### config.mk
export PLATFORM = sky130hd
export DESIGN_NAME = pm5_modulator
export DESIGN_NICKNAME = d
export VERILOG_FILES = /design/src/rtl/pm5_pkg.sv /design/src/rtl/pm5_carrier.sv /design/src/rtl/pm5_phase.sv /design/src/rtl/pm5_modulator.sv
export SDC_FILE = /design/constraint.sdc
export NUM_CORES = 1
export LEC_CHECK = 0
export CORE_UTILIZATION = 40
export CTS_CLUSTER_DIAMETER = 200
export DETAILED_ROUTE_END_ITERATION = 8
export PLACE_DENSITY = 0.71
export SYNTH_ARGS = -nofsm -noshare
export SYNTH_HDL_FRONTEND = slang
export SYNTH_SLANG_ARGS = --single-unit
### constraint.sdc
create_clock -name clk -period 5.1 [get_ports clk]
set_input_delay 1.53 -clock clk [delete_from_list [all_inputs] [get_ports clk]]
set_output_delay 1.53 -clock clk [all_outputs]
set_load 0.005 [all_outputs]
### src/rtl/pm5_pkg.sv
package pm5_pkg;

  localparam int LVL_W   = 3;
  localparam int TOP_LVL = 4;
  localparam int MID_LVL = 2;
  localparam int NPAT    = 6;

  typedef logic [3:0] sw_code_t;
  typedef logic [2:0] pat_sel_t;

  // out-of-range select falls back to the first pattern
  function automatic pat_sel_t norm_sel(input pat_sel_t s);
    return (int'(s) >= NPAT) ? 3'd0 : s;
  endfunction

  // level 0..4 to switch code {T1,T2,T3,T4}
  function automatic sw_code_t lvl_code(input pat_sel_t s, input logic [LVL_W-1:0] lvl);
    sw_code_t c;
    case (lvl)
      3'd0: c = 4'b0011;
      3'd1: c = (s < 3'd3) ? 4'b0010 : 4'b1011;
      3'd2: begin
        case (s)
          3'd0:    c = 4'b0000;
          3'd3:    c = 4'b1111;
          default: c = 4'b1010;
        endcase
      end
      3'd3: c = (s == 3'd2 || s == 3'd3 || s == 3'd5) ? 4'b1110 : 4'b1000;
      default: c = 4'b1100;
    endcase
    return c;
  endfunction

  // signed voltage of a code in units of one cell voltage
  function automatic int code_weight(input sw_code_t c);
    return int'(c[3]) + int'(c[2]) - int'(c[1]) - int'(c[0]);
  endfunction

endpackage

### src/rtl/pm5_carrier.sv
module pm5_carrier #(
  parameter int FRAC_W = 4
) (
  input  logic              clk,
  input  logic              rst,
  output logic [FRAC_W-1:0] carrier,
  output logic              period_start
);
  localparam logic [FRAC_W-1:0] CMAX = {FRAC_W{1'b1}};

  logic going_up;
  logic past_valid;

  assign period_start = (carrier == '0);

  always_ff @(posedge clk) begin
    if (rst) begin
      carrier  <= '0;
      going_up <= 1'b1;
    end else if (going_up) begin
      if (carrier == CMAX) begin
        carrier  <= carrier - 1'b1;
        going_up <= 1'b0;
      end else begin
        carrier <= carrier + 1'b1;
      end
    end else begin
      if (carrier == '0) begin
        carrier  <= carrier + 1'b1;
        going_up <= 1'b1;
      end else begin
        carrier <= carrier - 1'b1;
      end
    end
  end

  always_ff @(posedge clk) begin
    if (rst) past_valid <= 1'b0;
    else     past_valid <= 1'b1;
  end

  // carrier moves by exactly one count each cycle
  p_carrier_step_r1: assert property (@(posedge clk) disable iff (rst)
    past_valid |-> ((carrier == $past(carrier) + 1'b1) || ($past(carrier) == carrier + 1'b1)));

  // the turning points are the ends of the range
  p_carrier_turn_r1: assert property (@(posedge clk) disable iff (rst)
    (past_valid && $past(carrier) == CMAX) |-> (carrier == CMAX - 1'b1));

endmodule

### src/rtl/pm5_phase.sv
module pm5_phase
  import pm5_pkg::*;
#(
  parameter int FRAC_W = 4
) (
  input  logic                    clk,
  input  logic                    rst,
  input  logic                    load,
  input  logic [FRAC_W-1:0]       carrier,
  input  logic [LVL_W+FRAC_W-1:0] ref_in,
  input  pat_sel_t                sel_live,
  input  pat_sel_t                sel_lat,
  output sw_code_t                code_q
);
  localparam int REF_W = LVL_W + FRAC_W;

  logic [LVL_W-1:0]  lat_int;
  logic [FRAC_W-1:0] lat_frac;
  logic [LVL_W-1:0]  int_sat;
  logic              pick_upper;
  logic [LVL_W-1:0]  lvl_now;
  logic [LVL_W-1:0]  lvl_q;
  pat_sel_t          sel_q;
  logic              past_valid;

  always_ff @(posedge clk) begin
    if (rst) begin
      lat_int  <= LVL_W'(MID_LVL);
      lat_frac <= '0;
    end else if (load) begin
      lat_int  <= ref_in[REF_W-1:FRAC_W];
      lat_frac <= ref_in[FRAC_W-1:0];
    end
  end

  assign int_sat    = (int'(lat_int) >= TOP_LVL) ? LVL_W'(TOP_LVL) : lat_int;
  assign pick_upper = (lat_frac >= carrier);
  assign lvl_now    = (int'(int_sat) == TOP_LVL) ? int_sat : int_sat + LVL_W'(pick_upper);

  always_ff @(posedge clk) begin
    if (rst) begin
      code_q <= lvl_code(sel_live, LVL_W'(MID_LVL));
      lvl_q  <= LVL_W'(MID_LVL);
      sel_q  <= sel_live;
    end else begin
      code_q <= lvl_code(sel_lat, lvl_now);
      lvl_q  <= lvl_now;
      sel_q  <= sel_lat;
    end
  end

  always_ff @(posedge clk) begin
    if (rst) past_valid <= 1'b0;
    else     past_valid <= 1'b1;
  end

  // the code's weighted sum matches the level it stands for
  p_code_weight_r7: assert property (@(posedge clk) disable iff (rst)
    code_weight(code_q) == int'(lvl_q) - MID_LVL);

  // one-level step under the same pattern flips a single pair
  p_one_pair_r7: assert property (@(posedge clk) disable iff (rst)
    (past_valid && sel_q == $past(sel_q) &&
     ((lvl_q == $past(lvl_q) + 1'b1) || ($past(lvl_q) == lvl_q + 1'b1)))
    |-> ($countones(code_q ^ $past(code_q)) == 1));

  // saturated integer part holds the top level
  p_saturate_r4: assert property (@(posedge clk) disable iff (rst)
    (int'(lat_int) >= TOP_LVL) |=> (int'(lvl_q) == TOP_LVL));

  // level stays within one step above the captured integer part
  p_level_range_r3: assert property (@(posedge clk) disable iff (rst)
    (past_valid && int'(lat_int) < TOP_LVL && !$past(load))
    |-> (lvl_q == lat_int || lvl_q == lat_int + 1'b1));

endmodule

### src/rtl/pm5_modulator.sv
module pm5_modulator
  import pm5_pkg::*;
#(
  parameter int FRAC_W = 4,
  parameter int NPH    = 3
) (
  input  logic                            clk,
  input  logic                            rst,
  input  logic                            en,
  input  logic [2:0]                      pat_i,
  input  logic [NPH*(LVL_W+FRAC_W)-1:0]   ref_i,
  output logic [NPH*4-1:0]                sw_o,
  output logic [NPH*4-1:0]                swn_o
);
  localparam int REF_W = LVL_W + FRAC_W;
  localparam int GW    = NPH * 4;

  logic [FRAC_W-1:0] carrier;
  logic              period_start;
  pat_sel_t          sel_live;
  pat_sel_t          sel_lat;
  logic [GW-1:0]     code_all;
  logic              past_valid;

  pm5_carrier #(.FRAC_W(FRAC_W)) u_carrier (
    .clk          (clk),
    .rst          (rst),
    .carrier      (carrier),
    .period_start (period_start)
  );

  assign sel_live = norm_sel(pat_i);

  always_ff @(posedge clk) begin
    if (rst)               sel_lat <= sel_live;
    else if (period_start) sel_lat <= sel_live;
  end

  for (genvar p = 0; p < NPH; p++) begin : g_phase
    pm5_phase #(.FRAC_W(FRAC_W)) u_phase (
      .clk      (clk),
      .rst      (rst),
      .load     (period_start),
      .carrier  (carrier),
      .ref_in   (ref_i[p*REF_W +: REF_W]),
      .sel_live (sel_live),
      .sel_lat  (sel_lat),
      .code_q   (code_all[p*4 +: 4])
    );
  end

  assign sw_o  = en ? code_all  : '0;
  assign swn_o = en ? ~code_all : '0;

  always_ff @(posedge clk) begin
    if (rst) past_valid <= 1'b0;
    else     past_valid <= 1'b1;
  end

  // pattern capture happens only at the carrier zero point
  p_sel_hold_r2: assert property (@(posedge clk) disable iff (rst)
    (past_valid && !$past(period_start)) |-> (sel_lat == $past(sel_lat)));

  // complementary outputs mirror the true outputs
  p_complement_r8: assert property (@(posedge clk) disable iff (rst)
    en |-> ((swn_o ^ sw_o) == {GW{1'b1}}));

  // disabled outputs are all low
  p_disable_r10: assert property (@(posedge clk) disable iff (rst)
    !en |-> (sw_o == '0 && swn_o == '0));

  // captured select never names a missing pattern
  p_sel_valid_r6: assert property (@(posedge clk) disable iff (rst)
    int'(sel_lat) < NPAT);

endmodule

### Yosys cells after proc, flatten, opt, wreduce, memory -nomap -nowiden

Cells that the tools add are included.

| storage, ports and cells | value |
|---|---|
| register bits after elaboration | 41 |

| operators by class | value |
|---|---|
| add/subtract/negate cells | 5 |
| $lt $le $gt $ge | 8 |
| eq/ne operators | 17 |
| multiplexer cells | 27 |
| bitwise operators | 1 |
| reduce and logical (&&, ||, !) cells | 9 |

Operator list:

| operator | number |
|---|---|
| $pmux W4 S4 | 3 |
| $mux W3 | 10 |
| $mux W4 | 7 |
| $eq A3 B2 Y1 const B | 9 |
| $mux W12 | 2 |
| $pmux W4 S2 | 2 |
| $logic_not A3 Y1 | 5 |
| $eq A3 B3 Y1 const B | 4 |
| $ge A3 B3 Y1 const B | 4 |
| $ge A4 B4 Y1 | 3 |
| $not A12 Y12 | 1 |
| $add A3 B1 Y3 | 3 |
| $eq A3 B1 Y1 const B | 3 |
| $add A4 B1 Y4 const B | 1 |
| $eq A4 B4 Y1 const B | 1 |
| $logic_not A4 Y1 | 1 |
| $sub A4 B1 Y4 const B | 1 |
| $lt A3 B2 Y1 const B | 1 |
| $mux W1 | 3 |
| $logic_or A1 B1 Y1 | 2 |
| $reduce_bool A2 Y1 | 1 |

### Logic depth before layout (Yosys ltp)

| logic depth | value |
|---|---|
| depth in word-level cells | 7 |
| gate-level depth with buffers | 12 |
| mapped depth without buffers | 12 |

### Modules after synthesis

From an unflattened synthesis, not the netlist that was laid out.

| second synthesis, totals | value |
|---|---|
| cell total of the unflattened synthesis | 294 |
| area total of the unflattened synthesis | 2508.7 um^2 |

By module, submodules not included:

| module | instances | cells an instance | area an instance (um^2) | sequential area each (um^2) |
|---|---|---|---|---|
| pm5_phase | 3 | 75 | 636.9 | 220.2 |
| pm5_carrier | 1 | 36 | 299.0 | 100.1 |
| pm5_modulator | 1 | 33 | 299.0 | 90.1 |

### Worst setup path after synthesis

OpenSTA, ideal clock, no wires.

| timing | value |
|---|---|
| path type | input port to output port |
| start | in en |
| end | out swn_o[10] |
| arrival time | 1.877 ns |
| required time | 3.570 ns |
| setup slack | 1.693 ns |
| stages | 2 |
| path buffers | 1 |
| cells stage by stage | clkbuf_1 nor2b_1 |

| between the ends | value |
|---|---|
| word-level cells in the longest chain between the ends | 1 |

RTL lines:

| element | RTL line | text |
|---|---|---|
| start: declaration | pm5_modulator.sv:9 | `input logic en,` |
| $mux W12 | pm5_modulator.sv:53 | `assign swn_o = en ? ~code_all : '0;` |
| end: declaration | pm5_modulator.sv:13 | `output logic [NPH*4-1:0] swn_o` |

No other way between the ends.

### Worst setup path in the final report

| timing | value |
|---|---|
| start | in en |
| end | out swn_o[6] |

The elaborated chain is that of the path after synthesis.

==> impl_metrics.yaml <==
yosys:
  synth_area_leaders: "dfxtp_1 (33%), ha_1 (11%), nand2_1 (8.3%)"
  synthSimpleGateAreaFrac_pct: 28.1
  syn_area_per_cell_um2: 7.89
  synth_area_um2: 2300
  syn-num-nets: 338
  synthAdderAreaFrac_pct: 10.9
  synth-seq-cells: 41
  synth_mux_area_share_pct: 0.926
  synth_compound_area_share_pct: 18.0
  synthXorXnorAreaFrac_pct: 0
  syn_inst: 291
  netlist.area_leader.share_pct: 33.1
  synth_top_family_by_area: "simple AND/OR/NAND/NOR gates"
  ys_seq_area_share_pct: 37.0
  synth.distinct_cells: 38
  synth_warnings: 0
  synth_top_area_cell: "dfxtp_1"
sta:
  period_minus_slack_ns: 4.53
  drv_slew: 0
  finalCritPeriodShare_pct: 88.7
  hold_viol_final: 0
  slew_headroom_pct: 47.1
  worst_pin_slew_ns: 0.792
  fmax_mhz: 221
  tns_ns: 0
  fin_skew_ns: 0.00408
  rsz0062_at_grt: "false"
  setup-violations-final: 0
grt:
  grt_start_max_net_pins: 29
  antenna_found_initial: 0
  grt_overflow: 0
  grt_pass1_vias: 1741
  grt_first_pass_wirelength_um: 7650
  grt_usage_pct: 15.8
power_and_ir_drop:
  total_power_uw: 944
  p_leak_nw: 1.18
  vdd_drop_max_mv: 0.185
  pwr_density_cell_nw_per_um2: 321
outcome:
  status: "completed"
setup_path:
  crit_chain: "clkdlybuf4s50_1 > nor2b_1 > clkdlybuf4s50_1"
  worst-endpoint-required_ns: 3.57
  reg2regPathDepth: 9
  regToRegEndpoint: "g_phase[2].u_phase.code_q[3]$_DFF_P_"
  critPathTopFamily: "buffers and inverters"
  crit_path_start: "en"
  timing.rr.start: "u_carrier.carrier[1]$_SDFF_PP0_"
  end_kind: "output pin"
  worstPathArrival_ns: 3.00
  cp-endpoint: "swn_o[6]"
  worst-path-buf-inv: 2
  crit_path_top_delay_cell: "clkdlybuf4s50_1"
  cp.depth: 3
  cp_max_fo: 24
  worst-setup-path-type: "in -> out"
  cpMostUsedCell: "clkdlybuf4s50_1"
  crit_path_max_incr_delay_ns: 0.75
  startpoint_type: "primary input"
  ff2ff_setup_slack_ns: 2.47
routing:
  via_per_inst: 4.91
  num_vias: 2003
  drc: 0
  antenna_left: 0
  drt_iter0_markers: 108
  drtPass1Iterations: 4
  wl_per_cell_um: 10.8
  wl_um: 4410
placement:
  dp.final_hpwl_um: 3400
  io_buffers: 50
  gp_congestion: 0.792
clock_network:
  cts_htree_levels: 2
  cts_setup_buffers: 0
  cts_max_path_buffers: 2
  cts_tree: "done"
  clk_pin_slew_ns: 0.07
  clkLatencyLatePin_ns: 0.29
  post_cts_resize_count: 0
  cts_buffers: 5
  cts_sinks: 41
  cts_root_buffer: "clkbuf_8"
  postCtsHoldBufs: 0
floorplan:
  die_w_um: 77.8
  die-area_um2: 6050
  ios: 51
  num_rows: 27
  fp.dieH_um: 77.8
  start_util_pct: 41.7
  core_area_um2: 5510
cells_and_area:
  regArea_um2: 851
  nets: 382
  fillers: 515
  multiInputGateArea_um2: 1330
  area_growth_syn_to_layout_pct: 28.2
  layout_common_cells: "nand2_1 (51), clkdlybuf4s50_1 (50), dfxtp_1 (38)"
  mostFrequentLayoutCell: "nand2_1"
  antenna_cells: 0
  drive_above_1_share_pct: 3.27
hold_path:
  hp-class: "reg -> reg"
run:
  maxCapViolations: 0
==> worst min path at each step <==
stage | startpoint | end | slack [ns] | depth (start not counted)
final | g_phase[2].u_phase.lat_int[0]$_SDFFE_PP0P_ | g_phase[2].u_phase.lat_int[0]$_SDFFE_PP0P_ | 0.45 | 2
after global routing | g_phase[1].u_phase.lat_int[0]$_SDFFE_PP0P_ | g_phase[1].u_phase.lat_int[0]$_SDFFE_PP0P_ | 0.47 | 2
after CTS | g_phase[2].u_phase.lat_int[0]$_SDFFE_PP0P_ | g_phase[2].u_phase.lat_int[0]$_SDFFE_PP0P_ | 0.46 | 2
after detailed placement | g_phase[2].u_phase.lat_int[0]$_SDFFE_PP0P_ | g_phase[2].u_phase.lat_int[0]$_SDFFE_PP0P_ | 0.44 | 2
after global placement | g_phase[0].u_phase.lat_int[1]$_SDFFE_PP1P_ | g_phase[0].u_phase.lat_int[1]$_SDFFE_PP1P_ | 0.44 | 2
after floorplan | g_phase[0].u_phase.lat_int[1]$_SDFFE_PP1P_ | g_phase[0].u_phase.lat_int[1]$_SDFFE_PP1P_ | 0.43 | 2
==> stage by stage <==
| stage | utilization (%) | area (um^2) | setup WS, ns | cells | hold slack [ns] |
|---|---|---|---|---|---|
| 6_report | 53.5 | 2940 | 0.575 | 408 | 0.454 |
| 4_1_cts | 53.5 | 2940 | 0.545 | 408 | 0.456 |
| 2_1_floorplan | - | 2300 | 1.69 | 291 | 0.430 |
| 5_1_grt | 53.5 | 2940 | 0.458 | 408 | 0.474 |
| 3_3_place_gp | 51.4 | 2830 | 0.588 | 400 | 0.440 |
| 3_5_place_dp | 51.4 | 2830 | 0.541 | 400 | 0.444 |
==> power breakdown <==
group          switching, mW  total (mW)  internal, mW
sequential            0.0273       0.392         0.365
clock                  0.107       0.266         0.160
combinational          0.136       0.286         0.149
==> logic make-up (layout without fill, tap and decap cells) <==
kind of cell	Yosys count	after routing
muxes	2	2
buffers and inverters	27	72
DFF	41	41
AOI/OAI and AO/OA	69	69
adders and majority gates	20	20
and+or+nand+nor	132	132
==> cells in the mapped netlist, drive strengths merged <==
master,n
nand2b,3
nand2,51
or3,3
o21bai,1
or2,1
ha,20
mux2,1
o22ai,1
o41a,1
edfxtp,3
o41ai,2
inv,13
a2bb2oi,1
o311ai,1
mux2i,1
o21a,2
buf,8
o211ai,2
a21o,1
a21oi,30
nor3,9
nand3b,5
and3,3
a211oi,3
nor3b,1
nand3,4
a2111oi,2
nor2,18
clkbuf,6
dfxtp,38
a21boi,4
and2,13
nor2b,21
o21ai,18
==> flip-flops by register name, indices dropped and copies added, names as in the netlist <==
register	cells
g_phase.u_phase.lat_int	9
u_carrier.carrier	4
g_phase.u_phase.lat_frac	12
sel_lat	3
u_carrier.going_up	1
g_phase.u_phase.code_q	12
==> layer usage <==
metal	share of wire, %	wire length [um]	up-vias	GRT usage (%)
met3	5.0	220	7	4.24
li1	-	-	1080	-
met5	0	0	-	0
met1	44	1960	861	17.6
met2	49	2180	55	29.3
met4	1.2	51	0	3.96
==> worst reg2reg max path, delay by kind of cell, from the launching register on <==
kind	cells	cell delay [ns]
AOI/OAI and AO/OA	6	1.35
adders and majority gates	2	0.67
buffers and inverters	1	0.12
DFF	1	0.37
==> layout make-up <==
class                   count  share of cell area, %
inverters                  13                   1.66
flip-flops and latches     41                   28.9
well taps                  72                   3.06
clock inverters             1                   1.02
multi-input cells         223                   45.2
clock buffers               7                   2.93
repair buffers             51                   17.3
(Power assumes the default switching activity.)
